## config.mk

```make
export PLATFORM = sky130hd
export DESIGN_NAME = gpio_irq_unit
export DESIGN_NICKNAME = d
export VERILOG_FILES = /design/src/rtl/gpio_irq_pkg.sv /design/src/rtl/gpio_irq_sync.sv /design/src/rtl/gpio_irq_detect.sv /design/src/rtl/gpio_irq_prienc.sv /design/src/rtl/gpio_irq_unit.sv
export SDC_FILE = /design/constraint.sdc
export NUM_CORES = 1
export LEC_CHECK = 0
export BUFFER_PORTS_ARGS = -buffer_cell sky130_fd_sc_hd__buf_2
export CORE_UTILIZATION = 45
export DETAILED_ROUTE_END_ITERATION = 12
export SLEW_MARGIN = 25
export SYNTH_ARGS = -nofsm -noshare
export SYNTH_HDL_FRONTEND = slang
export SYNTH_SLANG_ARGS = --single-unit
```

## constraint.sdc

```tcl
create_clock -name clk -period 2.5 [get_ports clk]
set_input_delay 0.5 -clock clk [delete_from_list [all_inputs] [get_ports clk]]
set_output_delay 0.5 -clock clk [all_outputs]
set_load 0.02 [all_outputs]
```

## src/rtl/gpio_irq_pkg.sv

```systemverilog
package gpio_irq_pkg;
    localparam int ADDR_W = 6;

    // register group selected by offset bits [5:2]; bit 1 picks the bank
    localparam logic [3:0] GRP_DIR  = 4'd0;
    localparam logic [3:0] GRP_DATA = 4'd1;
    localparam logic [3:0] GRP_STAT = 4'd2;
    localparam logic [3:0] GRP_EN   = 4'd3;
    localparam logic [3:0] GRP_TYPE = 4'd4;
    localparam logic [3:0] GRP_POL  = 4'd5;
    localparam logic [3:0] GRP_HOLD = 4'd6;
    localparam logic [3:0] GRP_FALL = 4'd8;
    localparam logic [3:0] GRP_RISE = 4'd9;
endpackage

```

## src/rtl/gpio_irq_sync.sv

```systemverilog
module gpio_irq_sync #(
    parameter int W = 32
) (
    input  logic         clk,
    input  logic         rst_n,
    input  logic [W-1:0] raw_in,
    output logic [W-1:0] cur_q,
    output logic [W-1:0] prev_q
);
    typedef struct packed {
        logic [W-1:0] meta;
        logic [W-1:0] cur;
        logic [W-1:0] prev;
    } sync_t;

    sync_t s_d, s_q;

    always_comb begin
        s_d.meta = raw_in;
        s_d.cur  = s_q.meta;
        s_d.prev = s_q.cur;
    end

    always_ff @(posedge clk) begin
        if (!rst_n) s_q <= '0;
        else        s_q <= s_d;
    end

    assign cur_q  = s_q.cur;
    assign prev_q = s_q.prev;

    // edge reference lags the synchronised value by exactly one clock
    a_r5_prev_lags: assert property (@(posedge clk) disable iff (!rst_n)
        prev_q == $past(cur_q));
endmodule

```

## src/rtl/gpio_irq_detect.sv

```systemverilog
module gpio_irq_detect #(
    parameter int W = 32
) (
    input  logic [W-1:0] cur,
    input  logic [W-1:0] prev,
    input  logic [W-1:0] typ,
    input  logic [W-1:0] pol,
    input  logic [W-1:0] hold,
    input  logic [W-1:0] fen,
    input  logic [W-1:0] ren,
    input  logic [W-1:0] en,
    input  logic [W-1:0] stat_q,
    input  logic [W-1:0] clr,
    output logic [W-1:0] stat_d
);
    logic [W-1:0] rise, fall, ev, active;

    assign rise   = cur & ~prev;
    assign fall   = ~cur & prev;
    assign ev     = (rise & ren) | (fall & fen);
    assign active = ~(cur ^ pol);

    for (genvar i = 0; i < W; i++) begin : g_pin
        always_comb begin
            if (!typ[i])
                stat_d[i] = en[i] & active[i];
            else if (hold[i])
                stat_d[i] = (stat_q[i] & ~clr[i]) | (en[i] & ev[i]);
            else
                stat_d[i] = en[i] & ev[i];
        end
    end
endmodule

```

## src/rtl/gpio_irq_prienc.sv

```systemverilog
module gpio_irq_prienc #(
    parameter int W     = 32,
    parameter int IDX_W = $clog2(W)
) (
    input  logic             clk,
    input  logic             rst_n,
    input  logic [W-1:0]     vec,
    output logic [IDX_W-1:0] idx,
    output logic             valid
);
    always_comb begin
        idx   = '0;
        valid = 1'b0;
        for (int i = W - 1; i >= 0; i--) begin
            if (vec[i]) begin
                idx   = IDX_W'(i);
                valid = 1'b1;
            end
        end
    end

    a_r10_lowest_wins: assert property (@(posedge clk) disable iff (!rst_n)
        valid |-> (vec[idx] && ((vec & ((W'(1) << idx) - W'(1))) == '0)));
    a_r10_none_pending: assert property (@(posedge clk) disable iff (!rst_n)
        !valid |-> (vec == '0));
endmodule

```

## src/rtl/gpio_irq_unit.sv

```systemverilog
module gpio_irq_unit
    import gpio_irq_pkg::*;
#(
    parameter int BANK_W = 16
) (
    input  logic                  clk,
    input  logic                  rst_n,
    input  logic                  bus_wr_en,
    input  logic [ADDR_W-1:0]     bus_addr,
    input  logic [BANK_W-1:0]     bus_wdata,
    output logic [BANK_W-1:0]     bus_rdata,
    input  logic [2*BANK_W-1:0]   pin_in,
    output logic [2*BANK_W-1:0]   pin_out,
    output logic [2*BANK_W-1:0]   pin_oe,
    output logic                  irq,
    output logic [$clog2(2*BANK_W)-1:0] irq_idx,
    output logic                  irq_idx_valid
);
    localparam int NPINS = 2 * BANK_W;
    localparam int IDX_W = $clog2(NPINS);

    typedef struct packed {
        logic [NPINS-1:0] dir;
        logic [NPINS-1:0] dout;
        logic [NPINS-1:0] stat;
        logic [NPINS-1:0] en;
        logic [NPINS-1:0] typ;
        logic [NPINS-1:0] pol;
        logic [NPINS-1:0] hold;
        logic [NPINS-1:0] fen;
        logic [NPINS-1:0] ren;
    } regs_t;

    regs_t r_d, r_q;

    logic [NPINS-1:0] cur_q, prev_q, stat_nx, clr, pend;
    logic [3:0]       grp;
    logic             bank, aligned;

    assign grp     = bus_addr[5:2];
    assign bank    = bus_addr[1];
    assign aligned = !bus_addr[0];

    function automatic logic [NPINS-1:0] put_half(input logic [NPINS-1:0] cur,
                                                  input logic hi,
                                                  input logic [BANK_W-1:0] v);
        put_half = hi ? {v, cur[BANK_W-1:0]} : {cur[NPINS-1:BANK_W], v};
    endfunction

    function automatic logic [BANK_W-1:0] get_half(input logic [NPINS-1:0] v,
                                                   input logic hi);
        get_half = hi ? v[NPINS-1:BANK_W] : v[BANK_W-1:0];
    endfunction

    gpio_irq_sync #(.W(NPINS)) u_sync (
        .clk    (clk),
        .rst_n  (rst_n),
        .raw_in (pin_in),
        .cur_q  (cur_q),
        .prev_q (prev_q)
    );

    gpio_irq_detect #(.W(NPINS)) u_detect (
        .cur    (cur_q),
        .prev   (prev_q),
        .typ    (r_q.typ),
        .pol    (r_q.pol),
        .hold   (r_q.hold),
        .fen    (r_q.fen),
        .ren    (r_q.ren),
        .en     (r_q.en),
        .stat_q (r_q.stat),
        .clr    (clr),
        .stat_d (stat_nx)
    );

    // next-state: bus writes, hold pruning, status update
    always_comb begin
        r_d = r_q;
        clr = '0;
        if (bus_wr_en && aligned) begin
            case (grp)
                GRP_DIR:  r_d.dir  = put_half(r_q.dir,  bank, bus_wdata);
                GRP_DATA: r_d.dout = put_half(r_q.dout, bank, bus_wdata);
                GRP_STAT: clr      = put_half('0,       bank, bus_wdata);
                GRP_EN:   r_d.en   = put_half(r_q.en,   bank, bus_wdata);
                GRP_TYPE: r_d.typ  = put_half(r_q.typ,  bank, bus_wdata);
                GRP_POL:  r_d.pol  = put_half(r_q.pol,  bank, bus_wdata);
                GRP_HOLD: r_d.hold = put_half(r_q.hold, bank, bus_wdata);
                GRP_FALL: r_d.fen  = put_half(r_q.fen,  bank, bus_wdata);
                GRP_RISE: r_d.ren  = put_half(r_q.ren,  bank, bus_wdata);
                default:  ;
            endcase
        end
        r_d.hold = r_d.hold & r_d.typ;
        r_d.stat = stat_nx;
    end

    always_ff @(posedge clk) begin
        if (!rst_n) r_q <= '0;
        else        r_q <= r_d;
    end

    // read port
    always_comb begin
        bus_rdata = '0;
        if (aligned) begin
            case (grp)
                GRP_DIR:  bus_rdata = get_half(r_q.dir, bank);
                GRP_DATA: bus_rdata = get_half((r_q.dir & r_q.dout) | (~r_q.dir & cur_q), bank);
                GRP_STAT: bus_rdata = get_half(r_q.stat, bank);
                GRP_EN:   bus_rdata = get_half(r_q.en,   bank);
                GRP_TYPE: bus_rdata = get_half(r_q.typ,  bank);
                GRP_POL:  bus_rdata = get_half(r_q.pol,  bank);
                GRP_HOLD: bus_rdata = get_half(r_q.hold, bank);
                GRP_FALL: bus_rdata = get_half(r_q.fen,  bank);
                GRP_RISE: bus_rdata = get_half(r_q.ren,  bank);
                default:  bus_rdata = '0;
            endcase
        end
    end

    assign pend    = r_q.stat & r_q.en;
    assign irq     = |pend;
    assign pin_out = r_q.dout;
    assign pin_oe  = r_q.dir;

    gpio_irq_prienc #(.W(NPINS), .IDX_W(IDX_W)) u_prienc (
        .clk   (clk),
        .rst_n (rst_n),
        .vec   (pend),
        .idx   (irq_idx),
        .valid (irq_idx_valid)
    );

    a_r1_clear_after_reset: assert property (@(posedge clk)
        !rst_n |=> (r_q.en == '0 && r_q.stat == '0 && r_q.dir == '0));
    a_r8_hold_only_edge: assert property (@(posedge clk) disable iff (!rst_n)
        (r_q.hold & ~r_q.typ) == '0);
    a_r10_irq_matches_index: assert property (@(posedge clk) disable iff (!rst_n)
        irq == irq_idx_valid);
    a_r10_index_pending: assert property (@(posedge clk) disable iff (!rst_n)
        irq_idx_valid |-> (r_q.stat[irq_idx] && r_q.en[irq_idx]));

    for (genvar i = 0; i < NPINS; i++) begin : g_chk
        a_r9_disabled_stays_idle: assert property (@(posedge clk) disable iff (!rst_n)
            (!r_q.en[i] && !r_q.stat[i]) |=> !r_q.stat[i]);
        a_r6_held_until_clear: assert property (@(posedge clk) disable iff (!rst_n)
            (r_q.typ[i] && r_q.hold[i] && r_q.stat[i] && !clr[i]) |=> r_q.stat[i]);
    end
endmodule

```

==> reports/results.ini <==
[outcome]
status = finished with violations
failed_checks = negative setup slack

[yosys]
synth_warnings = 0
synth.distinct_cells = 60
synth_area_sq_mm = 0.0187
postSynthCellCount = 2207
synth_seq_cells = 384
avgSynthCellArea_sq_um = 8.47
yosysSeqAreaShare_pct = 41.1
syn_nets = 2264
synth_edf_count = 0
synth_ff_type = dfxtp_1
synthArstFlopShare_pct = 0

[floorplan]
core.rowCount = 74
die_y_um = 206
start_util_pct = 45.7
core_sq_mm = 0.0409
dieArea_sq_mm = 0.0424
die_w_um = 206
io_pins = 144

[placed_design]
io_buffers = 143
place_area_sq_mm = 0.0205
hpwl_um = 48200
pre_cts_ws_ps = -338
place_congestion = 0.943
dp_cells = 2836

[critical_path]
cp_max_fo = 2
reg2reg_from = u_sync.cur_q[26]
r2r_cells = 5
cp.required_ps = 2000
crit_buf_inv = 1
cp-startpoint = r_q[211]
rr_endpoint = r_q[218]
end_kind = output pin
worstPathArrival_ps = 2120
reg2reg_slack_ps = 960
worstSetupPathType = flop to output pin
cp_slowest_stage_delay_ps = 330
crit_family = compound AO/OA/AOI/OAI gates
crit_chain = a22oi_2 > and2_4 > a21boi_2 > o211ai_1 > a311oi_1 > buf_2
startpoint_type = flop
cpMaxStageDelayCell = dfxtp_2

[timing]
worst_hold_slack_ps = 118
hold_viol = 0
fin_ws_ps = -118
rsz0062_at_grt = true
period_minus_slack_ps = 2620
fin_skew_ps = 19.8
tightest_slew_ps = 805
fmax_mhz = 382
finalSetupViolCount = 14
maxSlewHeadroom_pct = 46.3
slew_violations = 0
fin_crit_sh_pct = 105

[routing]
drtIter0Drc = 1466
vias_per_cell = 5.71
routed_wl_um = 66800
firstDrtPassIters = 5
vias = 16777
drcViolationCount = 0
ant_nets = 0
wl_per_cell_um = 22.8

[layout]
final_common_cell = nand2_1
fin_area_sq_mm = 0.0235
syn2layout_area_growth_pct = 25.5
nets = 2428
drive_gt1_share_pct = 27.3
fillerInstances = 3703
finalNonFillerCells = 2937
mostFrequentLayoutCells = nand2_1 (403), dfxtp_1 (329), buf_4 (168), a21boi_0 (141), mux2i_1 (129)

[power_and_ir_drop]
peakVddDrop_mv = 0.579
total_power_mw = 13.8
power_density_mw_per_mm2 = 589
p_leak_nw = 9.13

[cts]
cts_sinks = 384
worstSkewPairLatency_ps = 590
cts_hold_buf = 0
root_buffer = clkbuf_16
clockBufferDepth = 3
clk_pin_slew_ps = 60
cts_tree = built
cts_buffers = 43
h-tree-depth = 2

[hold_path]
hold_depth = 2
min_to = u_sync.s_d[46]
worstHoldStart = pin_in[14]
hold_class = input pin to flop

[grt]
grt_first_pass_wirelength_um = 99300
grt_remaining_overflow = 0
grt_pass1_vias = 15489
grt_max_degree = 129
antenna_found_initial = 0
grt_usage_pct = 31.3

[flow_run]
cap_violations = 0

==> state kept, by name, indices dropped and copies added, names as in the netlist <==
signal / count
r_q: 224
pin_oe: 32
u_sync.cur_q: 32
pin_out: 32
u_sync.prev_q: 32
u_sync.s_d: 32
==> timing repair <==
| action | CTS | global route |
|---|---|---|
| setup endpoints to repair | 22 | 23 |
| cloned | 1 | 1 |
| setup buffers | 16 | 7 |
| pin swaps | 56 | 37 |
| gates resized for setup | 216 | 115 |
| endpoints found under the hold margin | 0 | 0 |
==> worst max path at each step <==
| stage | end | cells past startpoint |
|---|---|---|
| 6_report | irq_idx[2] | 6 |
| 3_5_place_dp | bus_rdata[0] | 7 |
| 3_3_place_gp | bus_rdata[0] | 7 |
| 4_1_cts | irq_idx[2] | 6 |
| 2_1_floorplan | bus_rdata[11] | 7 |
| 5_1_grt | irq_idx[2] | 7 |
==> report_power, final <==
part	internal, mW	leakage (nW)	total, mW	switching [mW]
clock network	3.87	0.715	6.55	2.68
logic	0.418	5.28	0.989	0.571
registers	6.19	3.14	6.26	0.0730
==> Yosys cell counts (20+ instances only) <==
library cell	n	area, sq um
and2_1	105	657
nand2_1	412	1550
dfxtp_1	384	7690
nand3_1	72	360
o22ai_1	53	332
nor2_1	114	428
a21oi_1	87	435
nand3b_1	32	240
o21a_1	32	240
nor2b_1	78	488
o221ai_1	32	280
clkbuf_1	96	360
mux2i_1	155	1550
buf_4	71	533
o21ai_0	50	250
xor2_1	32	280
a211oi_1	20	150
a21boi_0	142	1070
buf_2	45	225
a21boi_1	51	383
==> metrics by stage <==
| step | utilization, % | setup TNS [ps] |
|---|---|---|
| 6_report | 57.3 | -557 |
| 5_1_grt | 57.3 | -1230 |
| 4_1_cts | 56.0 | -308 |
| 3_5_place_dp | 50.0 | -3390 |
| 3_3_place_gp | 50.0 | -3100 |
| 2_1_floorplan | - | -20.2 |
==> worst reg2reg max path, cell delays in order, from the launching register on <==
cell,delay (ps)
dfxtp_1,550
nand2_1,90
o21ai_0,450
a21oi_1,160
nor2b_1,130
o21a_1,110
==> cell type report <==
type,count,area (sq um),area share (%)
multi-input combinational,1596,10800,46.0
timing repair buffer,344,2760,11.7
tap,532,666,2.84
clock buffer,65,1280,5.45
clock inverter,13,183,0.779
antenna,1,2.50,0.0107
sequential,384,7780,33.2
inverter,2,10.0,0.0427
==> metal layers <==
| layer | wire length, um | track usage (%) | vias up |
|---|---|---|---|
| met4 | 1350 | 8.01 | 0 |
| met5 | 0 | 0 | - |
| li1 | - | - | 7905 |
| met3 | 6090 | 6.70 | 83 |
| met1 | 32200 | 48.1 | 8065 |
| met2 | 27200 | 43.4 | 724 |
==> cells by family (layout without fill, tap and decap cells) <==
group                     Yosys count  count (layout)  share of synthesized area [%]
AOI/OAI and AO/OA                 540             540                           20.0
xor gates and xnor gates           32              32                           1.50
buffers and inverters             227             424                           6.65
DFF                               384             384                           41.1
muxes                             160             160                           8.60
other                               0               1                              0
and+or+nand+nor                   864             864                           22.1
Power figures use the tool's default switching activity.
